--- src/rtl/upsamp_pkg.sv ---
package upsamp_pkg;
  typedef enum logic {PH_EVEN = 1'b0, PH_ODD = 1'b1} phase_e;

  typedef struct packed {
    phase_e ph;
    logic   de;
    logic   hs;
    logic   vs;
  } ctl_t;

  localparam int unsigned CTL_W = $bits(ctl_t);
endpackage

--- src/rtl/upsamp_phase.sv ---
module upsamp_phase
  import upsamp_pkg::*;
(
  input  logic   clk_i,
  input  logic   rst_ni,
  input  logic   de_i,
  output phase_e ph_o
);
  logic   de_q;
  phase_e ph_q;

  always_comb begin
    if (de_i && !de_q) ph_o = PH_EVEN;
    else               ph_o = (ph_q == PH_EVEN) ? PH_ODD : PH_EVEN;
  end

  always_ff @(posedge clk_i or negedge rst_ni) begin
    if (!rst_ni) begin
      de_q <= 1'b0;
      ph_q <= PH_ODD;
    end else begin
      de_q <= de_i;
      if (de_i) ph_q <= ph_o;
    end
  end
endmodule

--- src/rtl/upsamp_dline.sv ---
module upsamp_dline #(
  parameter int unsigned W     = 8,
  parameter int unsigned DEPTH = 2
) (
  input  logic                      clk_i,
  input  logic                      rst_ni,
  input  logic [W-1:0]              d_i,
  output logic [DEPTH-1:0][W-1:0]   taps_o
);
  always_ff @(posedge clk_i or negedge rst_ni) begin
    if (!rst_ni) begin
      taps_o <= '0;
    end else begin
      taps_o[0] <= d_i;
      for (int i = 1; i < int'(DEPTH); i++) taps_o[i] <= taps_o[i-1];
    end
  end
endmodule

--- src/rtl/upsamp_recon.sv ---
module upsamp_recon
  import upsamp_pkg::*;
#(
  parameter int unsigned W = 12
) (
  input  logic         active_i,
  input  logic         interp_i,
  input  phase_e       ph_ctr_i,
  input  logic         de_ctr_i,
  input  logic         de_n1_i,
  input  logic         de_n2_i,
  input  logic [W-1:0] c_prev_i,
  input  logic [W-1:0] c_ctr_i,
  input  logic [W-1:0] c_n1_i,
  input  logic [W-1:0] c_n2_i,
  output logic [W-1:0] cb_o,
  output logic [W-1:0] cr_o
);
  localparam int unsigned SW = W + 1;

  logic [SW-1:0] sum_b, sum_r;
  logic [W-1:0]  avg_b, avg_r;
  logic          next_pair_ok;

  // one extra bit keeps the carry at full scale
  assign sum_b = {1'b0, c_prev_i} + {1'b0, c_n1_i} + SW'(1);
  assign sum_r = {1'b0, c_ctr_i}  + {1'b0, c_n2_i} + SW'(1);
  assign avg_b = sum_b[SW-1:1];
  assign avg_r = sum_r[SW-1:1];
  assign next_pair_ok = de_n1_i && de_n2_i;

  always_comb begin
    if (!active_i || !de_ctr_i) begin
      cb_o = c_ctr_i;
      cr_o = c_ctr_i;
    end else if (ph_ctr_i == PH_EVEN) begin
      cb_o = c_ctr_i;
      cr_o = c_n1_i;
    end else if (interp_i && next_pair_ok) begin
      cb_o = avg_b;
      cr_o = avg_r;
    end else begin
      cb_o = c_prev_i;
      cr_o = c_ctr_i;
    end
  end
endmodule

--- src/rtl/chroma_upsampler.sv ---
module chroma_upsampler
  import upsamp_pkg::*;
#(
  parameter int unsigned DATA_W = 12
) (
  input  logic              clk_i,
  input  logic              rst_ni,
  input  logic              active_i,
  input  logic              interp_en_i,
  input  logic [DATA_W-1:0] y_i,
  input  logic [DATA_W-1:0] c_i,
  input  logic              de_i,
  input  logic              hs_i,
  input  logic              vs_i,
  output logic [DATA_W-1:0] y_o,
  output logic [DATA_W-1:0] cb_o,
  output logic [DATA_W-1:0] cr_o,
  output logic              de_o,
  output logic              hs_o,
  output logic              vs_o
);
  localparam int unsigned C_TAPS   = 3;            // prev, centre, next
  localparam int unsigned CTR      = 1;            // centre tap index
  localparam int unsigned CTL_TAPS = CTR + 1;

  phase_e                            ph_in;
  ctl_t                              ctl_in, ctl_ctr, ctl_n1;
  logic [C_TAPS-1:0][DATA_W-1:0]     c_taps;
  logic [CTL_TAPS-1:0][DATA_W-1:0]   y_taps;
  logic [CTL_TAPS-1:0][CTL_W-1:0]    ctl_taps;
  logic [DATA_W-1:0]                 cb_d, cr_d;

  upsamp_phase u_phase (
    .clk_i (clk_i),
    .rst_ni(rst_ni),
    .de_i  (de_i),
    .ph_o  (ph_in)
  );

  assign ctl_in = '{ph: ph_in, de: de_i, hs: hs_i, vs: vs_i};

  upsamp_dline #(.W(DATA_W), .DEPTH(C_TAPS)) u_c_dl (
    .clk_i (clk_i), .rst_ni(rst_ni), .d_i(c_i), .taps_o(c_taps)
  );

  upsamp_dline #(.W(DATA_W), .DEPTH(CTL_TAPS)) u_y_dl (
    .clk_i (clk_i), .rst_ni(rst_ni), .d_i(y_i), .taps_o(y_taps)
  );

  upsamp_dline #(.W(CTL_W), .DEPTH(CTL_TAPS)) u_ctl_dl (
    .clk_i (clk_i), .rst_ni(rst_ni), .d_i(ctl_in), .taps_o(ctl_taps)
  );

  assign ctl_ctr = ctl_t'(ctl_taps[CTR]);
  assign ctl_n1  = ctl_t'(ctl_taps[CTR-1]);

  upsamp_recon #(.W(DATA_W)) u_recon (
    .active_i(active_i),
    .interp_i(interp_en_i),
    .ph_ctr_i(ctl_ctr.ph),
    .de_ctr_i(ctl_ctr.de),
    .de_n1_i (ctl_n1.de),
    .de_n2_i (de_i),
    .c_prev_i(c_taps[CTR+1]),
    .c_ctr_i (c_taps[CTR]),
    .c_n1_i  (c_taps[CTR-1]),
    .c_n2_i  (c_i),
    .cb_o    (cb_d),
    .cr_o    (cr_d)
  );

  always_ff @(posedge clk_i or negedge rst_ni) begin
    if (!rst_ni) begin
      y_o  <= '0;
      cb_o <= '0;
      cr_o <= '0;
      de_o <= 1'b0;
      hs_o <= 1'b0;
      vs_o <= 1'b0;
    end else begin
      y_o  <= y_taps[CTR];
      cb_o <= cb_d;
      cr_o <= cr_d;
      de_o <= ctl_ctr.de;
      hs_o <= ctl_ctr.hs;
      vs_o <= ctl_ctr.vs;
    end
  end
endmodule

--- config.mk ---
export PLATFORM = sky130hd
export DESIGN_NAME = chroma_upsampler
export DESIGN_NICKNAME = d
export VERILOG_FILES = /design/src/rtl/upsamp_pkg.sv /design/src/rtl/upsamp_phase.sv /design/src/rtl/upsamp_dline.sv /design/src/rtl/upsamp_recon.sv /design/src/rtl/chroma_upsampler.sv
export SDC_FILE = /design/constraint.sdc
export NUM_CORES = 1
export LEC_CHECK = 0
export ABC_AREA = 1
export BUFFER_PORTS_ARGS = -buffer_cell sky130_fd_sc_hd__buf_2
export CAP_MARGIN = 20
export CELL_PAD_IN_SITES_DETAIL_PLACEMENT = 1
export CELL_PAD_IN_SITES_GLOBAL_PLACEMENT = 2
export CORE_MARGIN = 4
export CORE_UTILIZATION = 30
export CTS_CLUSTER_SIZE = 40
export DETAILED_ROUTE_END_ITERATION = 16
export GPL_TIMING_DRIVEN = 0
export HOLD_SLACK_MARGIN = 0.15
export MAX_ROUTING_LAYER = met4
export PLACE_DENSITY_LB_ADDON = 0.15
export SLEW_MARGIN = 0
export SYNTH_ARGS = -nofsm -noshare
export SYNTH_HDL_FRONTEND = slang
export SYNTH_SLANG_ARGS = --single-unit
--- constraint.sdc ---
create_clock -name clk_i -period 5.97 [get_ports clk_i]
set_clock_uncertainty 0.15 [all_clocks]
set_input_delay 0.8955 -clock clk_i [delete_from_list [all_inputs] [get_ports clk_i]]
set_output_delay 0.8955 -clock clk_i [all_outputs]
set_load 0.01 [all_outputs]
**Word-level counts from Yosys, hierarchy flattened**

Index checks and enable logic that the tools add are counted.

- $add $sub $neg: 4
- Mux-type cells: 8
- Reduce and logical (&&, ||, !) cells: 7

Operators by type and width:

| kind | number |
|---|---|
| $mux W12 | 6 |
| $add A12 B12 Y13 | 2 |
| $add A13 B1 Y13 const B | 2 |
| $logic_and A1 B1 Y1 | 3 |
| $logic_not A1 Y1 | 3 |
| $mux W1 | 2 |
| $logic_or A1 B1 Y1 | 1 |

- Register bits after elaboration: 109
- Input bits: 31
- Output and inout bits: 39
- Logic and storage cells: 34

**Longest topological paths before layout**

Gate-level depths: netlist of the first run.

- Word-level depth: 5
- Gate-level depth with buffers: 11
- Gate-level depth less buffers: 11

**By module**

A second synthesis of the first run with hierarchy kept.

- Cell total of the unflattened synthesis: 466
- Area, all modules: 4595.7 µm²

Modules (own cells, without submodules):

| module | times used | cells each | area each (µm²) | sequential area each (µm²) |
|---|---|---|---|---|
| upsamp_recon | 1 | 350 | 1836.8 | 0.0 |
| chroma_upsampler | 1 | 39 | 975.9 | 975.9 |
| upsamp_dline (u_c_dl) | 1 | 36 | 900.9 | 900.9 |
| upsamp_dline (u_y_dl) | 1 | 24 | 600.6 | 600.6 |
| upsamp_dline (u_ctl_dl) | 1 | 8 | 200.2 | 200.2 |
| upsamp_phase | 1 | 9 | 81.3 | 51.3 |

**Least setup slack after synthesis of the first run**

No wires, ideal clock.

- Kind: input to register
- Start: in c_i[0]
- End: reg cr_o[3]
- Library setup time: 0.127 ns
- Arrival: 2.089 ns
- Data required time: 5.693 ns
- Path slack: 3.604 ns
- Cell stages on the path: 10
- Buffers on the path: 0
- Path through: nor2_1 inv_1 fa_1 nand2_1 nand3_1 nand2_1 xor2_1 nand2_1 o211ai_1 a21oi_1

- Cells in the longest elaborated chain, start to end: 5

Ends and longest elaborated chain:

| element | line | text |
|---|---|---|
| from (decl) | chroma_upsampler.sv:11 | `input logic [DATA_W-1:0] c_i,` |
| $add A12 B12 Y13 | upsamp_recon.sv:27 | `assign sum_r = {1'b0, c_ctr_i} + {1'b0, c_n2_i} + SW'(1);` |
| $add A13 B1 Y13 | upsamp_recon.sv:27 |  |
| $mux W12 | upsamp_recon.sv:39 | `end else if (interp_i && next_pair_ok) begin` |
| $mux W12 | upsamp_recon.sv:36 | `end else if (ph_ctr_i == PH_EVEN) begin` |
| $mux W12 | upsamp_recon.sv:33 | `if (!active_i \|\| !de_ctr_i) begin` |
| named net cr_d[3] | chroma_upsampler.sv:31 | `logic [DATA_W-1:0] cb_d, cr_d;` |
| to (signal assigned) | chroma_upsampler.sv:83 | `cr_o <= cr_d;` |
| to (decl) | chroma_upsampler.sv:17 | `output logic [DATA_W-1:0] cr_o,` |

The timed path passes the listed nets, and every way through them passes these cells.
A chain may end at the register's enable or synchronous reset.

**Worst setup path after layout of the first run**

- Start: in c_i[0]
- End: reg cr_o[7]

The elaborated chain is that of the path after synthesis.

==> impl_metrics.ini, run 1 <==
[outcome]
status = completed

[setup_path]
crit_fanout = 3
cp_data_required_time_ns = 6.08
cp_slowest_cell = fa_1
crit_path_frequent_cell = nand3_1
end_kind = register
max_stage_delay_ns = 0.44
arrival_ns = 2.66
cp-start-kind = input port
crit_family = simple AND/OR/NAND/NOR gates
crit_chain = buf_2 -> nor2_1 -> inv_1 -> fa_1 -> nand2_1 -> nand3_1 -> nand3_1 -> nand3_1 -> nand2_1 -> o21ai_1 -> a21oi_1
cp_num_buf_inv = 2
criticalPathCategory = input port to register

[finish]
fin_area_sq_mm = 0.00548
nNetsFinal = 596
insertedDiodeCount = 0
fill_cells = 1717
syn_to_final_growth_pct = 19.7
drive_gt1_share_pct = 20.5
utilization_pct = 37.2

[die]
die_w_microns = 132
start_util_pct = 31.0
io_pins = 70
chipHeight_microns = 132
dieArea_sq_mm = 0.0173
core_sq_mm = 0.0148
rows = 44

[sta]
fin_crit_ns = 2.55
worstMarginPinSlew_ns = 0.546
hold_viol = 0
max_freq_ghz = 0.393
maxSlewViolCount = 0
worst_slack_ns = 3.42
setup_viol = 0
fin_crit_sh_pct = 42.7
slew_headroom_pct = 63.6
setup_tns_ns = 0
rsz0062_at_grt = no

[yosys]
yosysTopAreaCell = dfrtp_1
synthTopCellsByCount = dfrtp_1, nand2_1, inv_1, a21oi_1, nor2_1
synth_nets = 515
ys_ff_latch = 108
postSynthCellCount = 460
synthFlopType = dfrtp_1
synth-seq-area-share_pct = 59.1
ys_types = 37
synth_area_per_cell_sq_um = 9.95
yosysMostFrequentCell = dfrtp_1
yosysWarnings = 0
yosys.area.top_type_share_pct = 58.5
async_reset_ff_share_pct = 100
synth.area.top_cells = dfrtp_1, nand2_1, ha_1
netlist_area_sq_mm = 0.00458
synth_edf_count = 0

[grt]
grt_start_max_net_pins = 72
grt_pass1_vias = 3827
track_usage_pct = 15.8
overflow = 0
grt_first_pass_wirelength_microns = 20900
antenna_found_initial = 0

[power_and_ir_drop]
p_leak_uw = 0.00267
ir_drop_v = 0.000140
power.density_mw_per_mm2 = 305

[detailed_routing]
drtPass1Iterations = 4
met3WireLength_microns = 316
wl_met1_microns = 5930
wl_per_cell_microns = 16.9
viasPerCell = 4.64
top_layer = met4
totalWireLength_microns = 12400
drc = 0
antenna_left = 0
wl_met2_microns = 5890
detailroute.via_count = 3389
first_iter_violations = 151

[hold_path]
hold_class = register to register

[run]
cap_violations = 0

[clocking]
cts_tree = built
cts_htree_levels = 3
cts_buffer_depth = 2
ctsHoldBuffers = 0
ctsResizeCount = 0
worstSkewPairLatency_ns = 0.36
root_buffer = clkbuf_16
cts.clk_slew.worst_paths_ns = 0.07
cts_made_buffers = 9
clock-sinks = 108
post-cts-setup-buffers = 0

[place]
dpl_worst_slack_ns = 3.09
place_hpwl_microns = 9410
port_buffers = 69
place_area_sq_mm = 0.00518
place_congestion = 0.862
==> cells in the final DEF (no fill, tap or decap), types with 2 or more instances in the layout <==
cell / count
o22ai_1: 2
dfrtp_1: 107
inv_2: 4
nand2_1: 105
nand4_1: 5
and2_1: 2
buf_2: 72
a21oi_2: 2
nor2_1: 34
inv_1: 41
nand3_1: 29
o21ai_2: 2
clkinv_4: 2
a21o_1: 2
a22oi_2: 2
o211ai_1: 3
ha_1: 22
fa_1: 2
nand2_2: 2
a31oi_1: 2
clkbuf_16: 9
o21ai_0: 16
nor2_2: 2
a21oi_1: 34
xor2_1: 6
nor3_1: 3
o21ai_1: 4
nand3_2: 2
buf_4: 4
o21a_1: 9
==> routing by layer <==
| layer | GRT usage [%] | vias to the layer above |
|---|---|---|
| li1 | - | 1678 |
| met1 | 20.4 | 1649 |
| met2 | 24.9 | 46 |
| met3 | 3.10 | 16 |
| met4 | 5.37 | 0 |
| met5 | - | - |
==> worst paths after layout <==
check | start | endpoint | slack [ns] | depth (start not counted)
worst max-delay path | c_i[0] | cr_o[7] | 3.42 | 11
worst min-delay path | u_y_dl.taps_o[15] | y_o[3] | 0.20 | 0
worst max register to register | u_c_dl.taps_o[12] | cr_o[7] | 3.62 | 10
worst min register to register | u_y_dl.taps_o[15] | y_o[3] | 0.20 | 0
max in group asynchronous | rst_ni | u_c_dl.taps_o[32] | 4.60 | 2
min in group asynchronous | rst_ni | y_o[10] | 0.35 | 1
==> per-stage QoR <==
step                      power [uW]  hold WS, ns  instances
after global placement          1090        0.182        713
after CTS                       1700        0.204        730
after global routing            1770        0.206        730
final                           1670        0.201        730
after floorplan                  984        0.181        460
after detailed placement        1100        0.186        714
==> registers in the layout, indices dropped and copies added (netlist names) <==
register         flops
u_phase.ph_q         1
u_ctl_dl.taps_o      8
u_y_dl.taps_o       24
hs_o                 1
u_c_dl.taps_o       36
de_o                 1
y_o                 12
cr_o                12
cb_o                12
vs_o                 1
==> cell type report <==
| cell class | count | area [sq um] | share of cell area, % |
|---|---|---|---|
| Buffer | 8 | 46.3 | 0.845 |
| Clock buffer | 10 | 239 | 4.36 |
| Clock inverter | 6 | 58.8 | 1.07 |
| Inverter | 45 | 169 | 3.08 |
| Multi-Input combinational cell | 299 | 1660 | 30.3 |
| Sequential cell | 108 | 2700 | 49.3 |
| Tap cell | 184 | 230 | 4.20 |
| Timing Repair Buffer | 70 | 375 | 6.85 |
==> report_power, final <==
group	internal (uW)	switching, uW	total, uW
registers	782	24.3	807
logic	98.1	173	271
clock network	304	291	595
total	1180	489	1670
==> logic make-up (layout without fill, tap and decap cells) <==
kind of cell | count (synthesis) | in the layout | synth area share [%]
adder cells (fa/ha/maj) | 24 | 24 | 6.89
buffers and inverters | 53 | 139 | 4.70
XOR/XNOR | 7 | 7 | 1.34
AND/OR/NAND/NOR | 187 | 187 | 17.4
flip-flops | 108 | 108 | 59.1
AO/OA/AOI/OAI | 80 | 80 | 10.4
multiplexers | 1 | 1 | 0.246
(Power assumes the default switching activity.)
==> run 2: changes to the inputs <==
==> constraint.sdc (replaced) <==
create_clock -name clk_i -period 2.5 [get_ports clk_i]
set_clock_uncertainty 0.15 [all_clocks]
set_input_delay 0.375 -clock clk_i [delete_from_list [all_inputs] [get_ports clk_i]]
set_output_delay 0.375 -clock clk_i [all_outputs]
set_load 0.01 [all_outputs]
==> impl_metrics.ini, run 2 (synthesis results as in run 1) <==
[outcome]
status = completed

[detailed_routing]
first_iter_violations = 147
drtPass1Iterations = 4
viasPerCell = 4.59
totalWireLength_microns = 12700
drc = 0
wl_per_cell_microns = 16.8
antenna_left = 0
detailroute.via_count = 3483

[setup_path]
crit_start = c_i[8]
reg2regPathDepth = 10
crit_family = simple AND/OR/NAND/NOR gates
criticalPathCategory = input port to register
regToRegEndpoint = cr_o[7]
crit_end = cr_o[8]
max_stage_delay_ns = 0.54
crit_chain = dlygate4sd3_1 -> buf_2 -> ha_1 -> nand2_1 -> nor2_1 -> nand3_1 -> nand3_1 -> nand2_1 -> nand3_1 -> nand2_1 -> a21oi_1
cp_num_buf_inv = 2
worst-path-stages = 11
crit_fanout = 5
cp_slowest_cell = dlygate4sd3_1
regToRegSetupSlack_ns = 0.23
r2r-start = u_c_dl.taps_o[12]
cp_data_required_time_ns = 2.62
cp-start-kind = input port
end_kind = register
arrival_ns = 2.43

[clocking]
cts_made_buffers = 9
cts_htree_levels = 3
cts_buffer_depth = 2
root_buffer = clkbuf_16
worstSkewPairLatency_ns = 0.36
cts.clk_slew.worst_paths_ns = 0.07
clock-sinks = 108
cts_tree = built

[sta]
max_freq_ghz = 0.432
setup_viol = 0
maxSlewViolCount = 0
worst_slack_ns = 0.186
rsz0062_at_grt = no
slew_headroom_pct = 62.5
hold_viol = 0
fin_crit_sh_pct = 92.6
worstMarginPinSlew_ns = 0.563
fin_crit_ns = 2.31

[finish]
fill_cells = 1710
final_cell_mix = dfrtp_1, nand2_1, buf_2
drive_gt1_share_pct = 19.7
syn_to_final_growth_pct = 25.9
fin_area_sq_mm = 0.00576
nNetsFinal = 624
insertedDiodeCount = 0
largest_registers = u_c_dl.taps_o (36), u_y_dl.taps_o (24)
largest_reg_flops = 36
top_register = u_c_dl.taps_o
final_common_cell = dfrtp_1
fin_cells = 758

[power_and_ir_drop]
p_leak_uw = 0.00279
power.density_mw_per_mm2 = 700
ir_drop_v = 0.000336

[die]
chipHeight_microns = 132
dieArea_sq_mm = 0.0173
rows = 44
start_util_pct = 31.0
die_w_microns = 132
core_sq_mm = 0.0148
io_pins = 70

[grt]
grt_start_max_net_pins = 72
antenna_found_initial = 0
grt_pass1_vias = 3987
track_usage_pct = 16.3
overflow = 0
grt_first_pass_wirelength_microns = 21700

[place]
port_buffers = 69
place_area_sq_mm = 0.00518
place_hpwl_microns = 9410
place_congestion = 0.862
placed_cells = 714
dpl_worst_slack_ns = 0.144

[hold_path]
hold_class = register to register
hold_depth = 0

[run]
cap_violations = 0
## run 2: worst min-delay path by stage
stage	to	slack, ns	start
after floorplan	cb_o[0]	-0.07	rst_ni
after global placement	u_y_dl.taps_o[22]	0.18	u_y_dl.taps_o[10]
after detailed placement	hs_o	0.19	u_ctl_dl.taps_o[5]
after CTS	u_y_dl.taps_o[15]	0.20	u_y_dl.taps_o[3]
after global routing	hs_o	0.21	u_ctl_dl.taps_o[5]
final	y_o[11]	0.20	u_y_dl.taps_o[23]
## run 2: routing by layer
metal	share of wire (%)	vias up	wire, microns	track usage (%)
met2	48	54	6170	26.4
met3	3.1	16	393	3.13
met4	1.8	0	227	5.37
met5	0	-	0	-
li1	-	1732	-	-
met1	47	1681	5950	20.6
## run 2: through the flow
step / power, uW / hold WS, ns / TNS, ns / utilization [%]
2_1_floorplan: 2350 / -0.0706 / 0 / -
3_3_place_gp: 2600 / 0.182 / -28.77 / 34.9
3_5_place_dp: 2620 / 0.186 / 0 / 35.1
4_1_cts: 4100 / 0.204 / 0 / 39.1
5_1_grt: 4270 / 0.206 / 0 / 39.1
6_report: 4030 / 0.201 / 0 / 39.1
## run 2: final cells by class
type	instances	area, sq um	area share, %
multi-input cells	299	1660	28.8
repair buffers	98	656	11.4
plain buffers	8	46.3	0.803
well taps	184	230	3.99
flip-flops and latches	108	2700	46.9
clock buffers	10	239	4.15
inverters	45	169	2.93
clock inverters	6	58.8	1.02
## run 2: worst reg2reg max path, delay by kind of cell (launching register included)
| family | cells | cell delay (ns) |
|---|---|---|
| flops | 1 | 0.42 |
| fa+ha+maj | 1 | 0.44 |
| buf+inv | 1 | 0.11 |
| simple gates | 6 | 0.80 |
| compound gates | 2 | 0.26 |
## run 2: where the power goes
group	switching (uW)	total [uW]	internal [uW]
combinational	421	684	263
clock	697	1420	725
sequential	58.4	1930	1870
total	1180	4030	2860
## run 2: timing repair
action	CTS	global route
hold endpoints to repair	64	0
buffers inserted	0	0
gates resized for setup	0	1
hold buffers	28	0
endpoints found under the setup margin	0	2
